### src/rtl/rtc_irq_pkg.sv
package rtc_irq_pkg;

  typedef enum logic [1:0] {
    RA_MODE   = 2'd0,
    RA_ENABLE = 2'd1,
    RA_STATUS = 2'd2,
    RA_SPARE  = 2'd3
  } reg_addr_e;

  localparam int NUM_SRC = 3;
  localparam int SRC_UPD = 0;
  localparam int SRC_ALM = 1;
  localparam int SRC_PER = 2;
  localparam int FLAG_LSB = 4;

  localparam logic [2:0] DIV_RUN = 3'b010;

  typedef struct packed {
    logic [2:0] div_mode;
    logic [3:0] rate_sel;
  } mode_t;

  function automatic logic div_running(input logic [2:0] m);
    return m == DIV_RUN;
  endfunction

  function automatic logic div_clearing(input logic [2:0] m);
    return m[2:1] == 2'b11;
  endfunction

endpackage

### src/rtl/rtc_timebase.sv
module rtc_timebase #(
  parameter int TB_LOG2   = 15,
  parameter int UIP_LEAD  = 8,
  parameter int UPD_TICKS = 2
) (
  input  logic               clk,
  input  logic               rst,
  input  logic               tick,
  input  logic [2:0]         div_mode,
  input  logic               alarm_match,
  output logic [TB_LOG2-1:0] phase,
  output logic               step,
  output logic               uip,
  output logic               ev_upd_end,
  output logic               ev_alarm
);
  import rtc_irq_pkg::*;

  localparam int TPS      = 1 << TB_LOG2;
  localparam int UIP_FROM = TPS - UIP_LEAD;
  localparam int UPD_W    = $clog2(UPD_TICKS + 1);

  logic [TB_LOG2-1:0] cnt_q, cnt_n;
  logic [UPD_W-1:0]   left_q, left_n;
  logic               arm_q, uip_q;
  logic               run, clr, wrap, last_upd;

  always_comb begin
    run      = div_running(div_mode);
    clr      = div_clearing(div_mode);
    step     = tick && run;
    wrap     = &cnt_q;
    last_upd = (left_q == UPD_W'(1));
    cnt_n    = cnt_q + 1'b1;
    if (wrap)
      left_n = UPD_W'(UPD_TICKS);
    else if (left_q != '0)
      left_n = left_q - 1'b1;
    else
      left_n = '0;
  end

  always_ff @(posedge clk) begin
    if (rst || clr) begin
      cnt_q  <= '0;
      left_q <= '0;
      arm_q  <= 1'b0;
      uip_q  <= 1'b0;
    end else if (step) begin
      cnt_q  <= cnt_n;
      left_q <= left_n;
      arm_q  <= last_upd;
      uip_q  <= (int'(cnt_n) >= UIP_FROM) || (left_n != '0);
    end
  end

  assign phase      = cnt_q;
  assign uip        = uip_q;
  assign ev_upd_end = step && last_upd;
  assign ev_alarm   = step && arm_q && alarm_match;

  AST_UIP_AT_BOUNDARY: assert property (@(posedge clk) disable iff (rst)
    (step && wrap) |-> uip);

  AST_FROZEN_PHASE: assert property (@(posedge clk) disable iff (rst)
    (!run && !clr) |=> $stable(phase));

endmodule

### src/rtl/rtc_periodic.sv
module rtc_periodic #(
  parameter int TB_LOG2 = 15
) (
  input  logic [TB_LOG2-1:0] phase,
  input  logic               step,
  input  logic [3:0]         rate_sel,
  output logic               ev_per
);
  localparam int MAXK = TB_LOG2 - 1;

  logic [TB_LOG2-1:0] hit;

  for (genvar j = 0; j < TB_LOG2; j++) begin : g_tap
    assign hit[j] = &phase[j:0];
  end

  int k;

  always_comb begin
    k = int'(rate_sel) + 1;
    if (k > MAXK) k = MAXK;
    ev_per = step && (rate_sel != 4'd0) && hit[k-1];
  end

endmodule

### src/rtl/rtc_irq_flags.sv
module rtc_irq_flags #(
  parameter int N = 3
) (
  input  logic         clk,
  input  logic         rst,
  input  logic [N-1:0] ev,
  input  logic [N-1:0] en,
  input  logic         rd_clr,
  output logic [N-1:0] flags,
  output logic         irq
);
  logic [N-1:0] flags_q, pend_q, kept, fresh, flags_d, pend_d;
  logic         irq_q;

  always_comb begin
    kept    = rd_clr ? '0 : flags_q;
    fresh   = ev & ~kept;
    flags_d = kept | ev;
    pend_d  = (rd_clr ? '0 : pend_q) | (fresh & en);
  end

  always_ff @(posedge clk) begin
    if (rst) begin
      flags_q <= '0;
      pend_q  <= '0;
      irq_q   <= 1'b0;
    end else begin
      flags_q <= flags_d;
      pend_q  <= pend_d;
      irq_q   <= |pend_d;
    end
  end

  assign flags = flags_q;
  assign irq   = irq_q;

  AST_READ_DROPS_IRQ: assert property (@(posedge clk) disable iff (rst)
    (rd_clr && ev == '0) |=> !irq);

  AST_FLAGS_HOLD: assert property (@(posedge clk) disable iff (rst)
    (!rd_clr && ev == '0) |=> $stable(flags));

  AST_EVENT_SETS_FLAG: assert property (@(posedge clk) disable iff (rst)
    (ev != '0) |=> ((flags & $past(ev)) == $past(ev)));

  AST_IRQ_HAS_FLAG: assert property (@(posedge clk) disable iff (rst)
    irq |-> (flags != '0));

endmodule

### src/rtl/rtc_irq_ctrl.sv
module rtc_irq_ctrl #(
  parameter int TB_LOG2   = 15,
  parameter int UIP_LEAD  = 8,
  parameter int UPD_TICKS = 2
) (
  input  logic       clk,
  input  logic       rst,
  input  logic       tick_32k,
  input  logic       alarm_match,
  input  logic       wr_en,
  input  logic       rd_en,
  input  logic [1:0] addr,
  input  logic [7:0] wr_data,
  output logic [7:0] rd_data,
  output logic       irq
);
  import rtc_irq_pkg::*;

  mode_t              mode_q;
  logic [NUM_SRC-1:0] en_q, ev, flags;
  logic [TB_LOG2-1:0] phase;
  logic               step, uip, ev_upd_end, ev_alarm, ev_per, rd_clr, irq_w;
  logic [7:0]         rd_data_q;
  reg_addr_e          ra;
  logic               unused_wr;

  assign ra        = reg_addr_e'(addr);
  assign rd_clr    = rd_en && (ra == RA_STATUS);
  assign unused_wr = wr_data[7];

  always_ff @(posedge clk) begin
    if (rst) begin
      mode_q <= '{div_mode: DIV_RUN, rate_sel: 4'd0};
      en_q   <= '0;
    end else if (wr_en) begin
      case (ra)
        RA_MODE:   mode_q <= mode_t'(wr_data[6:0]);
        RA_ENABLE: en_q   <= wr_data[FLAG_LSB +: NUM_SRC];
        default:   ;
      endcase
    end
  end

  rtc_timebase #(
    .TB_LOG2  (TB_LOG2),
    .UIP_LEAD (UIP_LEAD),
    .UPD_TICKS(UPD_TICKS)
  ) u_tb (
    .clk        (clk),
    .rst        (rst),
    .tick       (tick_32k),
    .div_mode   (mode_q.div_mode),
    .alarm_match(alarm_match),
    .phase      (phase),
    .step       (step),
    .uip        (uip),
    .ev_upd_end (ev_upd_end),
    .ev_alarm   (ev_alarm)
  );

  rtc_periodic #(.TB_LOG2(TB_LOG2)) u_per (
    .phase   (phase),
    .step    (step),
    .rate_sel(mode_q.rate_sel),
    .ev_per  (ev_per)
  );

  always_comb begin
    ev          = '0;
    ev[SRC_UPD] = ev_upd_end;
    ev[SRC_ALM] = ev_alarm;
    ev[SRC_PER] = ev_per;
  end

  rtc_irq_flags #(.N(NUM_SRC)) u_flags (
    .clk   (clk),
    .rst   (rst),
    .ev    (ev),
    .en    (en_q),
    .rd_clr(rd_clr),
    .flags (flags),
    .irq   (irq_w)
  );

  always_ff @(posedge clk) begin
    if (rst) begin
      rd_data_q <= '0;
    end else if (rd_en) begin
      case (ra)
        RA_MODE:   rd_data_q <= {uip, mode_q};
        RA_ENABLE: rd_data_q <= {1'b0, en_q, 4'b0000};
        RA_STATUS: rd_data_q <= {irq_w, flags, 4'b0000};
        default:   rd_data_q <= '0;
      endcase
    end
  end

  assign rd_data = rd_data_q;
  assign irq     = irq_w;

  AST_STOPPED_QUIET: assert property (@(posedge clk) disable iff (rst)
    !div_running(mode_q.div_mode) |-> (ev == '0));

  AST_IRQF_TRACKS: assert property (@(posedge clk) disable iff (rst)
    rd_clr |=> (rd_data[7] == $past(irq_w)));

  AST_RDATA_HOLDS: assert property (@(posedge clk) disable iff (rst)
    !rd_en |=> $stable(rd_data));

endmodule

### config.mk
export PLATFORM = sky130hd
export DESIGN_NAME = rtc_irq_ctrl
export DESIGN_NICKNAME = d
export VERILOG_FILES = /design/src/rtl/rtc_irq_pkg.sv /design/src/rtl/rtc_timebase.sv /design/src/rtl/rtc_periodic.sv /design/src/rtl/rtc_irq_flags.sv /design/src/rtl/rtc_irq_ctrl.sv
export SDC_FILE = /design/constraint.sdc
export NUM_CORES = 1
export LEC_CHECK = 0
export BUFFER_PORTS_ARGS = -buffer_cell sky130_fd_sc_hd__buf_2
export CAP_MARGIN = 20
export CORE_ASPECT_RATIO = 1.4
export CORE_MARGIN = 3
export CORE_UTILIZATION = 66
export CTS_BUF_LIST = sky130_fd_sc_hd__clkbuf_2 sky130_fd_sc_hd__clkbuf_4 sky130_fd_sc_hd__clkbuf_8
export DETAILED_ROUTE_END_ITERATION = 10
export PLACE_DENSITY_LB_ADDON = 0.12
export SLEW_MARGIN = 20
export SYNTH_ARGS = -nofsm -noshare
export SYNTH_HDL_FRONTEND = slang
export SYNTH_HIERARCHICAL = 1
export SYNTH_SLANG_ARGS = --single-unit
### constraint.sdc
create_clock -name clk -period 6.15 [get_ports clk]
set_input_delay 0.615 -clock clk [delete_from_list [all_inputs] [get_ports clk]]
set_output_delay 0.615 -clock clk [all_outputs]
set_load 0.02 [all_outputs]
==> flow_summary.json <==
{
  "htree_levels": 2,
  "clock_latency_ps": 300,
  "synth_top_area_cell": "dfxtp_1",
  "syn_area_per_cell_um2": 8.401,
  "die_h_um": 80.09,
  "status": "finished clean",
  "clkSinkCount": 44,
  "rows": 26,
  "cts_buffers": 5,
  "rsz0062_at_grt": "no",
  "setup_slack_ps": 3070,
  "fillers": 320,
  "design.core.area_um2": 3709,
  "synth_edf_count": 0,
  "p_comb_frac": 0.103,
  "period_needed_ps": 3080,
  "sw_frac_of_total": 0.2670,
  "place_inst": 357,
  "drt-initial-drc-count": 105,
  "synth_area_um2": 2587,
  "cts_resized": 0,
  "synthArstFlopShare": 0,
  "p_seq_frac": 0.558,
  "p_switching_w": 0.0001431,
  "place_ws_ps": 3108,
  "nets": 342,
  "cp_max_fo": 17,
  "drive_above_1_share": 0.1703,
  "overflow": 0,
  "clkTransAtPathRegs_ps": 90,
  "postRouteWirelength_mm": 5.231,
  "drt_pre_antenna_iters": 4,
  "cts_setup_buffers": 0,
  "post-route-util": 0.7318,
  "grt_usage": 0.2484,
  "worstSetupStartpointType": "flop",
  "grt_start_max_net_pins": 27,
  "ioPinCount": 25,
  "clockRootBuffer": "clkbuf_8",
  "cp.arrival_ps": 3260,
  "setup_viol": 0,
  "min_period_over_period": 0.5008,
  "p_int_w": 0.0003928,
  "p_clk_frac": 0.338,
  "fin_tns_setup_ps": 0,
  "grt_pass1_vias": 2059,
  "areaGrowthSynthToFinish_pct": 4.884,
  "ys_seq_elements": 44,
  "dieArea_um2": 4718,
  "start_util": 0.6977,
  "grt_first_pass_wirelength_mm": 9.190,
  "ys_types": 74,
  "powerDensity_nw_per_um2": 197.5,
  "total_leakage_power_nw": 0.9717,
  "final_antenna_net_count": 0,
  "ir_worst_vdd_v": 0.0001723,
  "synth-seq-area-share": 0.3404,
  "clock_path_buffers": 2,
  "diodes": 0,
  "viasPerCell": 5.992,
  "netlist_instances": 308,
  "cts_tree": "built",
  "fmaxAchievable_mhz": 324.7,
  "fin_cells": 365,
  "hold_path.class": "flop to flop",
  "dieWidth_um": 58.92,
  "maxCapViolCount": 0,
  "drc_errors": 0,
  "finClkSkew_ps": 7.795,
  "tightest_slew_ps": 748.7,
  "post-dp-hpwl_mm": 3.809,
  "worstSetupPathType": "flop to flop",
  "ys_top_cells_by_area": "dfxtp_1 34%, nor2_1 6.1%, mux2i_1 5.0%",
  "vias": 2187,
  "cts_hold_buf": 0,
  "syn_nets": 328,
  "max_slew_margin": 0.4987,
  "portBuffers": 23,
  "hold_viol_final": 0,
  "crit_required_ps": 6330,
  "final_max_slew_viol_count": 0,
  "grt_antenna_before_repair": 0,
  "synth_top_area_share": 0.3404,
  "worst_setup_path_end_kind": "flop",
  "place.gp.congestion": 0.9079,
  "yosysWarnings": 6,
  "wl_per_cell_um": 14.33,
  "ys.flop_type": "dfxtp_1"
}
cell families after synthesis:
logic type,Yosys count,share of synthesized area
AO/OA/AOI/OAI,60,0.1659
XOR/XNOR,14,0.04739
adder cells (fa/ha/maj),4,0.01934
buffers and inverters,30,0.07011
flip-flops,44,0.3404
multiplexers,14,0.05464
AND/OR/NAND/NOR,142,0.3022
critical path, stage by stage, from the launching register on:
cell,delay [ps]
dfxtp_1,620
inv_1,200
ha_1,670
nand2b_1,160
o41ai_2,390
a31oi_2,120
a21bo_2,240
nand4_1,70
o211ai_2,120
a32oi_1,240
a31oi_1,110
power groups by stage:
stage	registers [W]	clock network [W]	logic (W)
2_1_floorplan	0.000304	0	0.0000453
3_3_place_gp	0.000306	0	0.0000539
3_5_place_dp	0.000306	0	0.0000553
4_1_cts	0.000299	0.000186	0.0000555
5_1_grt	0.000301	0.000193	0.0000631
6_report	0.000299	0.000181	0.0000554
sequential cells by signal, indices dropped and copies added, names as in the netlist:
register and count:
u_flags/flags 3, u_tb/left_q 2, u_tb/phase 15, rd_data 8
u_flags/irq 1, u_tb/uip 1, u_tb/arm_q 1, en_q 3
u_flags/pend_q 3, mode_q 7
metrics by stage:
step | total power (W) | area (um2) | hold WS, ps
floorplan | 0.0003493 | 2587 | 442.9
global placement | 0.0003597 | 2626 | 451.6
detailed placement | 0.0003612 | 2626 | 456.0
CTS | 0.0005410 | 2714 | 469.5
global route | 0.0005574 | 2714 | 491.0
finish | 0.0005359 | 2714 | 469.0
area by class of cell:
| type | instances | area (um2) | area share |
|---|---|---|---|
| clock buffers | 5 | 68.82 | 0.02536 |
| clock inverters | 3 | 18.77 | 0.006916 |
| inverters | 14 | 52.55 | 0.01936 |
| multi-input cells | 234 | 1525 | 0.5620 |
| flip-flops and latches | 44 | 880.8 | 0.3246 |
| well taps | 42 | 52.55 | 0.01936 |
| repair buffers | 23 | 115.1 | 0.04242 |
synth_stat cells, drive strengths merged, types with 5 or more instances:
cell type  instances
dfxtp             44
nor2              43
nand2             27
a21oi             19
inv               13
mux2i             13
buf               11
nand2b            11
nand3             10
nand4              9
xor2               8
a31oi              7
nor2b              6
o21ai              6
xnor2              6
and2               5
clkbuf             5
layer usage:
layer,share of wire,wire (um),track usage,up-vias
li1,-,-,-,1122
met1,0.42,2206,0.2841,1008
met2,0.51,2682,0.4314,41
met3,0.037,192,0.04502,16
met4,0.028,149,0.1224,0
met5,0,0,0,-
worst paths after layout:
kind              slack [ps]           to  cells after the start       start
setup / recovery        3070  u_flags/irq                     10   mode_q[0]
hold reg to reg          470   rd_data[2]                      2  rd_data[2]
setup reg to reg        3070  u_flags/irq                     10   mode_q[0]
hold / removal           470   rd_data[2]                      2  rd_data[2]
cell usage in the layout (no fill, tap or decap), types with 3 or more instances in the layout:
| cell type | synthesis | final |
|---|---|---|
| nand4_1 | 9 | 9 |
| or2_0 | 3 | 3 |
| inv_1 | 13 | 13 |
| ha_1 | 4 | 4 |
| mux2i_1 | 13 | 13 |
| clkbuf_8 | 3 | 5 |
| and2_1 | 3 | 3 |
| nor3_1 | 3 | 3 |
| nand2_1 | 26 | 26 |
| a21oi_1 | 19 | 19 |
| o21ai_0 | 5 | 5 |
| xor2_1 | 8 | 8 |
| buf_2 | 4 | 23 |
| xnor2_1 | 6 | 6 |
| dfxtp_1 | 44 | 44 |
| nand2b_1 | 9 | 9 |
| nor2_1 | 42 | 42 |
| a32oi_1 | 4 | 4 |
| nor2b_1 | 4 | 4 |
| a311oi_1 | 3 | 3 |
| nand3_1 | 9 | 9 |
| a31oi_1 | 6 | 6 |
| or3_1 | 3 | 3 |
Power figures use the tool's default switching activity.
